===== src/rtl/iq_cic_pkg.sv =====
package iq_cic_pkg;
  // Control-to-datapath strobes
  typedef struct packed {
    logic integEn; // advance integrators (input rate)
    logic combEn;  // advance combs and output register (decimated rate)
  } cicStrobes_t;
endpackage


===== src/rtl/iq_cic_ctrl.sv =====
module iq_cic_ctrl
  import iq_cic_pkg::*;
#(
  parameter int ADDR_W     = 8,
  parameter int RATE_W     = 7,
  parameter int STAGES     = 4,
  parameter logic [ADDR_W-1:0] RATE_ADDR  = 8'd33,
  parameter logic [RATE_W-1:0] RATE_RESET = 7'd3,
  localparam int SHIFT_W   = $clog2(STAGES * RATE_W + 1)
) (
  input  logic               clk,
  input  logic               rst,
  input  logic               enable,
  input  logic               cfgStb,
  input  logic [ADDR_W-1:0]  cfgAddr,
  input  logic [RATE_W-1:0]  cfgRate,
  output cicStrobes_t        strobes,
  output logic [RATE_W-1:0]  rateQ,
  output logic [SHIFT_W-1:0] shiftAmt
);
  logic [RATE_W-1:0] downCnt;
  logic rateWrite;

  assign rateWrite = cfgStb && (cfgAddr == RATE_ADDR);

  // Rate field and decimation down-counter
  always_ff @(posedge clk) begin
    if (rst) begin
      rateQ   <= RATE_RESET;
      downCnt <= RATE_RESET;
    end else if (rateWrite) begin
      rateQ   <= cfgRate;
      downCnt <= cfgRate;
    end else if (enable) begin
      downCnt <= (downCnt == '0) ? rateQ : downCnt - 1'b1;
    end
  end

  assign strobes.integEn = enable;
  assign strobes.combEn  = enable && (downCnt == '0) && !rateWrite;

  // Number of bits to drop: STAGES * ceil(log2(rate + 1))
  function automatic logic [SHIFT_W-1:0] gainShift(input logic [RATE_W-1:0] r);
    logic [RATE_W:0] n;
    int lg;
    n  = {1'b0, r} + 1'b1;
    lg = 0;
    for (int i = 0; i <= RATE_W; i++) begin
      if ((RATE_W+1)'(1) << i < n) lg = i + 1;
    end
    return SHIFT_W'(lg * STAGES);
  endfunction

  assign shiftAmt = gainShift(rateQ);
endmodule


===== src/rtl/iq_cic_path.sv =====
module iq_cic_path
  import iq_cic_pkg::*;
#(
  parameter int DATA_W  = 16,
  parameter int RATE_W  = 7,
  parameter int STAGES  = 4,
  parameter int CHANS   = 2,
  parameter int SHIFT_W = 5,
  localparam int ACC_W  = DATA_W + STAGES * RATE_W
) (
  input  logic                          clk,
  input  logic                          rst,
  input  cicStrobes_t                   strobes,
  input  logic [SHIFT_W-1:0]            shiftAmt,
  input  logic [CHANS-1:0][DATA_W-1:0]  sampleIn,
  output logic [CHANS-1:0][DATA_W-1:0]  sampleOut,
  output logic                          sampleValid
);
  for (genvar c = 0; c < CHANS; c++) begin : g_chan
    logic signed [ACC_W-1:0] integ   [STAGES];
    logic signed [ACC_W-1:0] combDly [STAGES];
    logic signed [ACC_W-1:0] combVal [STAGES+1];
    logic signed [DATA_W-1:0] inSigned;

    assign inSigned = sampleIn[c];

    // Integrator cascade at input rate (wraps modulo 2^ACC_W)
    always_ff @(posedge clk) begin
      if (rst) begin
        for (int s = 0; s < STAGES; s++) integ[s] <= '0;
      end else if (strobes.integEn) begin
        integ[0] <= integ[0] + ACC_W'(inSigned);
        for (int s = 1; s < STAGES; s++) integ[s] <= integ[s] + integ[s-1];
      end
    end

    // Comb cascade at decimated rate, differential delay 1
    always_comb begin
      combVal[0] = integ[STAGES-1];
      for (int s = 0; s < STAGES; s++) combVal[s+1] = combVal[s] - combDly[s];
    end

    always_ff @(posedge clk) begin
      if (rst) begin
        for (int s = 0; s < STAGES; s++) combDly[s] <= '0;
        sampleOut[c] <= '0;
      end else if (strobes.combEn) begin
        for (int s = 0; s < STAGES; s++) combDly[s] <= combVal[s];
        sampleOut[c] <= DATA_W'(combVal[STAGES] >>> shiftAmt);
      end
    end
  end

  always_ff @(posedge clk) begin
    if (rst) sampleValid <= 1'b0;
    else     sampleValid <= strobes.combEn;
  end
endmodule


===== src/rtl/iq_cic_decim.sv =====
module iq_cic_decim
  import iq_cic_pkg::*;
#(
  parameter int DATA_W = 16,
  parameter int ADDR_W = 8,
  parameter int CFG_W  = 32,
  parameter int RATE_W = 7,
  parameter int STAGES = 4,
  parameter logic [ADDR_W-1:0] RATE_ADDR  = 8'd33,
  parameter logic [RATE_W-1:0] RATE_RESET = 7'd3
) (
  input  logic              clk,
  input  logic              rst,
  input  logic              enable,
  input  logic              cfgStb,
  input  logic [ADDR_W-1:0] cfgAddr,
  input  logic [CFG_W-1:0]  cfgData,
  input  logic [DATA_W-1:0] inI,
  input  logic [DATA_W-1:0] inQ,
  output logic [DATA_W-1:0] outI,
  output logic [DATA_W-1:0] outQ,
  output logic              outValid
);
  localparam int SHIFT_W = $clog2(STAGES * RATE_W + 1);

  cicStrobes_t strobes;
  logic [RATE_W-1:0]  rateQ;
  logic [SHIFT_W-1:0] shiftAmt;
  logic [1:0][DATA_W-1:0] pathIn, pathOut;
  logic unusedCfgHigh;

  assign unusedCfgHigh = ^cfgData[CFG_W-1:RATE_W];

  iq_cic_ctrl #(
    .ADDR_W(ADDR_W), .RATE_W(RATE_W), .STAGES(STAGES),
    .RATE_ADDR(RATE_ADDR), .RATE_RESET(RATE_RESET)
  ) u_ctrl (
    .clk(clk), .rst(rst), .enable(enable),
    .cfgStb(cfgStb), .cfgAddr(cfgAddr), .cfgRate(cfgData[RATE_W-1:0]),
    .strobes(strobes), .rateQ(rateQ), .shiftAmt(shiftAmt)
  );

  assign pathIn = {inQ, inI};

  iq_cic_path #(
    .DATA_W(DATA_W), .RATE_W(RATE_W), .STAGES(STAGES),
    .CHANS(2), .SHIFT_W(SHIFT_W)
  ) u_path (
    .clk(clk), .rst(rst), .strobes(strobes), .shiftAmt(shiftAmt),
    .sampleIn(pathIn), .sampleOut(pathOut), .sampleValid(outValid)
  );

  assign outI = pathOut[0];
  assign outQ = pathOut[1];
endmodule


===== config.mk =====
export PLATFORM = sky130hd
export DESIGN_NAME = iq_cic_decim
export DESIGN_NICKNAME = d
export VERILOG_FILES = /design/src/rtl/iq_cic_pkg.sv /design/src/rtl/iq_cic_ctrl.sv /design/src/rtl/iq_cic_path.sv /design/src/rtl/iq_cic_decim.sv
export SDC_FILE = /design/constraint.sdc
export NUM_CORES = 2
export LEC_CHECK = 0
export BUFFER_PORTS_ARGS = -buffer_cell sky130_fd_sc_hd__buf_2
export CAP_MARGIN = 20
export CORE_UTILIZATION = 25
export DETAILED_ROUTE_END_ITERATION = 10
export SLEW_MARGIN = 40
export SYNTH_ARGS = -nofsm -noshare
export SYNTH_HDL_FRONTEND = slang
export SYNTH_SLANG_ARGS = --single-unit
export TNS_END_PERCENT = 10

===== constraint.sdc =====
create_clock -name clk -period 9.59 [get_ports clk]
set_clock_uncertainty 0.15 [all_clocks]
set_input_delay 1.4385 -clock clk [delete_from_list [all_inputs] [get_ports clk]]
set_output_delay 1.4385 -clock clk [all_outputs]
set_load 0.03 [all_outputs]

Word-level counts from Yosys, hierarchy flattened
Memory sizes are Yosys's and may differ from the RTL's.
Cells that the tools add are included.
{"block": "op_classes", "reduce_logical": 6, "order_cmp": 8, "bitwise": 16, "mux": 35, "n_addsub": 18, "n_eq_ne": 1, "n_shift": 2}
{"cell": "2-to-1 mux 44 bit", "count": 16}
{"cell": "subtractor 44 bit", "count": 8}
{"cell": "adder 44 bit", "count": 6}
{"cell": "adder 44 x 16 -> 44 bit", "count": 2}
{"cell": ">>> shifter 44 x 5 -> 16 bit", "count": 2}
{"cell": "2-to-1 mux 7 bit", "count": 3}
{"cell": "OR 1 bit", "count": 16}
{"cell": "2-to-1 mux 3 bit", "count": 5}
{"cell": "2-to-1 mux 1 bit", "count": 9}
{"cell": "adder 7 x 1 -> 8 bit, second input constant", "count": 1}
{"cell": "== test 8 x 6 -> 1 bit, second input constant", "count": 1}
{"cell": "less-than comparator 1 x 8 -> 1 bit, first input constant", "count": 1}
{"cell": "less-than comparator 2 x 8 -> 1 bit, first input constant", "count": 1}
{"cell": "less-than comparator 3 x 8 -> 1 bit, first input constant", "count": 1}
{"cell": "less-than comparator 4 x 8 -> 1 bit, first input constant", "count": 1}
{"cell": "less-than comparator 5 x 8 -> 1 bit, first input constant", "count": 1}
{"cell": "less-than comparator 6 x 8 -> 1 bit, first input constant", "count": 1}
{"cell": "less-than comparator 7 x 8 -> 1 bit, first input constant", "count": 1}
{"cell": "less-than comparator 8 bit, first input constant", "count": 1}
{"cell": "logical NOT 7 bit", "count": 1}
{"cell": "subtractor 7 x 1 -> 7 bit, second input constant", "count": 1}
{"cell": "2-to-1 mux 2 bit", "count": 2}
{"cell": "logical AND 1 bit", "count": 3}
{"cell": "nonzero test 2 bit", "count": 1}
{"cell": "logical NOT 1 bit", "count": 1}
{"block": "totals", "word_cells": 95, "mem_count": 4, "inputBits": 76, "output_inout_bits": 33, "regBits": 47, "ram_bits": 704}
{"memory": "u_path.g_chan[0].combDly", "depth": 4, "width": 44, "read_ports": 4, "rd_ports_with_merged_regs": 0, "wr": 4, "line": "iq_cic_path.sv:21", "source": "logic signed [ACC_W-1:0] combDly [STAGES];"}
{"memory": "u_path.g_chan[0].integ", "depth": 4, "width": 44, "read_ports": 4, "rd_ports_with_merged_regs": 0, "wr": 4, "line": "iq_cic_path.sv:20", "source": "logic signed [ACC_W-1:0] integ [STAGES];"}
{"memory": "u_path.g_chan[1].combDly", "depth": 4, "width": 44, "read_ports": 4, "rd_ports_with_merged_regs": 0, "wr": 4, "line": "iq_cic_path.sv:21"}
{"memory": "u_path.g_chan[1].integ", "depth": 4, "width": 44, "read_ports": 4, "rd_ports_with_merged_regs": 0, "wr": 4, "line": "iq_cic_path.sv:20"}

Logic depth before layout (Yosys ltp)
{"block": "depth", "word_depth": 11, "mapped_depth": 50, "ltp_nobuf": 49}

Hierarchy
From an unflattened synthesis, not the netlist that was laid out.
{"block": "unflattened", "cells_unflattened": 7296, "hier_area_um2": 65886.9}
{"mod": "iq_cic_path", "area_per_inst_um2": 64683.3, "cells_per_inst": 7126, "seq_area_each_um2": 21800.9, "n_inst": 1}
{"mod": "iq_cic_ctrl", "area_per_inst_um2": 1203.7, "cells_per_inst": 170, "seq_area_each_um2": 280.3, "n_inst": 1}

Worst setup path before layout
OpenSTA, ideal clock, no wires.
{"block": "synth_path", "path_kind": "input to register", "from": "input cfgAddr[5]", "to": "memory u_path.g_chan[0].combDly[0][0] in the netlist's numbering (enable)", "n_path_buf": 3, "t_arrival_ns": 9.377, "t_required_ns": 8.741, "cell_stages": 8, "setup_slack_ns": -0.636, "setup_ns": 0.699, "path_cell_list": "nor2b_1 -> nand4_1 -> and3_1 -> clkbuf_1 -> nor2_1 -> clkbuf_1 -> buf_1 -> inv_1"}
{"item": "from (decl)", "line": "iq_cic_decim.sv:16", "source": "input logic [ADDR_W-1:0] cfgAddr,"}
{"item": "to (decl)", "line": "iq_cic_path.sv:21"}

==> flow_metrics.tcl <==
set metrics [dict create \
    status "completed" \
    clk_latency_ns 0.70 \
    met3_usage_pct 1.34 \
    antenna_left 0 \
    avgViaCountPerCell 4.62 \
    timing.fmax_ghz 0.110 \
    fp.dieH_um 503 \
    ys_ff_latch 751 \
    cp.arrival_ns 9.52 \
    holdBufCountCts 0 \
    postSynth.asyncResetShare_pct 0 \
    fin_crit_sh_pct 94.8 \
    die_x_um 503 \
    drc 0 \
    fin_nets 7709 \
    route.vias.total 47700 \
    start_kind "flip-flop" \
    cp.required_ns 10.03 \
    cts_max_level 3 \
    min_path_type "reg2reg" \
    tritoncts "built" \
    grtUsageMet2_pct 17.2 \
    synth.distinct_cells 103 \
    place_inst 10100 \
    slowest_stage "fa_1" \
    tns_ns 0 \
    grt-ovfl-total 0 \
    cts.sinks 751 \
    clk_pin_slew_ns 0.06 \
    crit_type "reg2reg" \
    netlist_area_um2 62700 \
    grt_pass1_vias 45600 \
    grt_pass1_wl_um 226000 \
    clock_path_buffers 3 \
    setup_viol 0 \
    synth_edf_count 704 \
    clockRootBuffer "clkbuf_16" \
    routabilityCongestion 0.852 \
    io_buffers 83 \
    dp_hpwl_um 106000 \
    postSynthNetCount 7613 \
    drtIter0Drc 2236 \
    period_minus_slack_ns 9.09 \
    cp-end-kind "flip-flop" \
    utilization_pct 28.5 \
    cts_buffers 91 \
    start_util_pct 25.2 \
    wl_per_cell_um 13.3 \
    syn_inst 6830 \
    r2r_slack_ns 0.50 \
    antenna_found_initial 18 \
    die-area_um2 253000 \
    synthFlopType "edfxtp_1" \
    synth.avg_cell_area_um2 9.17 \
    ys_seq_area_share_pct 35.2 \
    finalHoldViolations 0 \
    placementRows 183 \
    drv_slew 0 \
    grt_max_degree 177 \
    max_stage_delay_ns 0.40 \
    grtUsageTotal_pct 10.6 \
    ios 109 \
    finalNonFillerCells 10300 \
    use_met1_pct 14.4 \
    drive_gt1_share_pct 7.32 \
    relSlewSlack_pct 43.0 \
    syn_to_final_growth_pct 13.4 \
    ys_warn_count 0 \
    cp_max_fo 5 \
    dpl_worst_slack_ns 0.0586 \
    drv_cap 0 \
    core_um2 249000 \
    worst_pin_slew_ns 0.852 \
    totalWireLength_um 138000 \
    first_pass_iters 6 \
    grt.busiest_layer "met2" \
    setup_ws_ns 0.503 \
]
-- path summary, 6_finish.rpt --
kind,endpoint,depth (start not counted),from
worst max-delay path,u_path.sampleOut[12],44,u_path.g_chan[0].integ[3][0]
worst min-delay path,u_path.sampleOut[22],2,u_path.sampleOut[22]
worst max register to register,u_path.sampleOut[12],44,u_path.g_chan[0].integ[3][0]
worst min register to register,u_path.sampleOut[22],2,u_path.sampleOut[22]
-- critical path: cells and delay by family (launching register included) --
family | cells | cell delay [ns]
xor gates and xnor gates | 4 | 0.76
and+or+nand+nor | 7 | 1.07
DFF | 1 | 0.39
buffers and inverters | 3 | 0.30
AOI/OAI and AO/OA | 25 | 4.84
adders and majority gates | 5 | 1.44
-- layout by cell type, fill, tap and decap left out, types with 24 or more instances in the layout --
cell	count
nand2b_1	93
o21a_1	74
o21ai_0	282
edfxtp_1	704
a21oi_1	555
nand4_1	51
a21oi_2	35
or3_1	24
or2_2	30
mux2i_1	42
nor2b_1	114
clkbuf_16	91
o211ai_1	42
nor3_1	119
buf_4	72
nand3_1	111
and3_1	61
a21o_1	396
o31ai_1	26
a211oi_1	51
buf_2	82
ha_1	682
o21bai_1	106
a31oi_1	59
o21ai_1	55
nor2_1	614
xor2_1	224
nand2_1	356
inv_1	534
dfxtp_1	47
xnor2_1	359
and2_1	374
-- layer usage --
metal / share of wire [%] / wire length [µm] / vias up
li1: - / - / 25000
met1: 50 / 68500 / 21700
met2: 44 / 60500 / 771
met3: 3.6 / 4950 / 232
met4: 2.7 / 3650 / 6
met5: 0.030 / 41 / -
-- stage by stage --
| step | hold WS (ns) | cell area [µm²] |
|---|---|---|
| 6_report | 0.328 | 71000 |
| 5_1_grt | 0.356 | 71000 |
| 4_1_cts | 0.330 | 70300 |
| 3_5_place_dp | 0.315 | 67200 |
| 3_3_place_gp | 0.312 | 67100 |
| 2_1_floorplan | 0.337 | 62700 |
-- cells by family after synthesis --
| group | synth area share [%] |
|---|---|
| buffers and inverters | 4.20 |
| adders and majority gates | 14.3 |
| muxes | 0.869 |
| DFF | 35.2 |
| xor gates and xnor gates | 8.40 |
| AOI/OAI and AO/OA | 20.7 |
| and+or+nand+nor | 16.3 |
-- cells in the mapped netlist (121+ instances only) --
| library cell | n | area (µm²) |
|---|---|---|
| inv_1 | 535 | 2010 |
| ha_1 | 691 | 8650 |
| nor3_1 | 121 | 606 |
| xor2_1 | 229 | 2010 |
| nand2_1 | 359 | 1350 |
| edfxtp_1 | 704 | 21100 |
| and2_1 | 375 | 2350 |
| clkbuf_1 | 149 | 559 |
| nor2_1 | 620 | 2330 |
| o21ai_0 | 296 | 1480 |
| a21o_1 | 396 | 2970 |
| xnor2_1 | 363 | 3180 |
| a21oi_1 | 586 | 2930 |
-- state kept, by name, summed over array words and instances (netlist names) --
signal	cells
u_path.sampleValid	1
u_ctrl.rateQ	7
u_path.sampleOut	32
u_ctrl.downCnt	7
u_path.g_chan.integ	352
u_path.g_chan.combDly	352
-- area by class of cell --
type,count,area (µm²)
sequential,751,22100
fill,25900,178000
antenna,4,10.0
inverter,536,2020
multi-input combinational,5380,38500
clock buffer,101,2310
tap,3330,4170
timing repair buffer,166,1160
clock inverter,70,773
-- what timing repair did --
item / in CTS / in global routing
setup buffers: 0 / 33
gates resized for setup: 1 / 119
endpoints found under the setup margin: 2 / 32
pin swaps: 0 / 60
cloned: 0 / 0
Power is left out: the tool's default activity adds up to more than one toggle a clock period on the data nets, which glitch-free logic cannot reach.
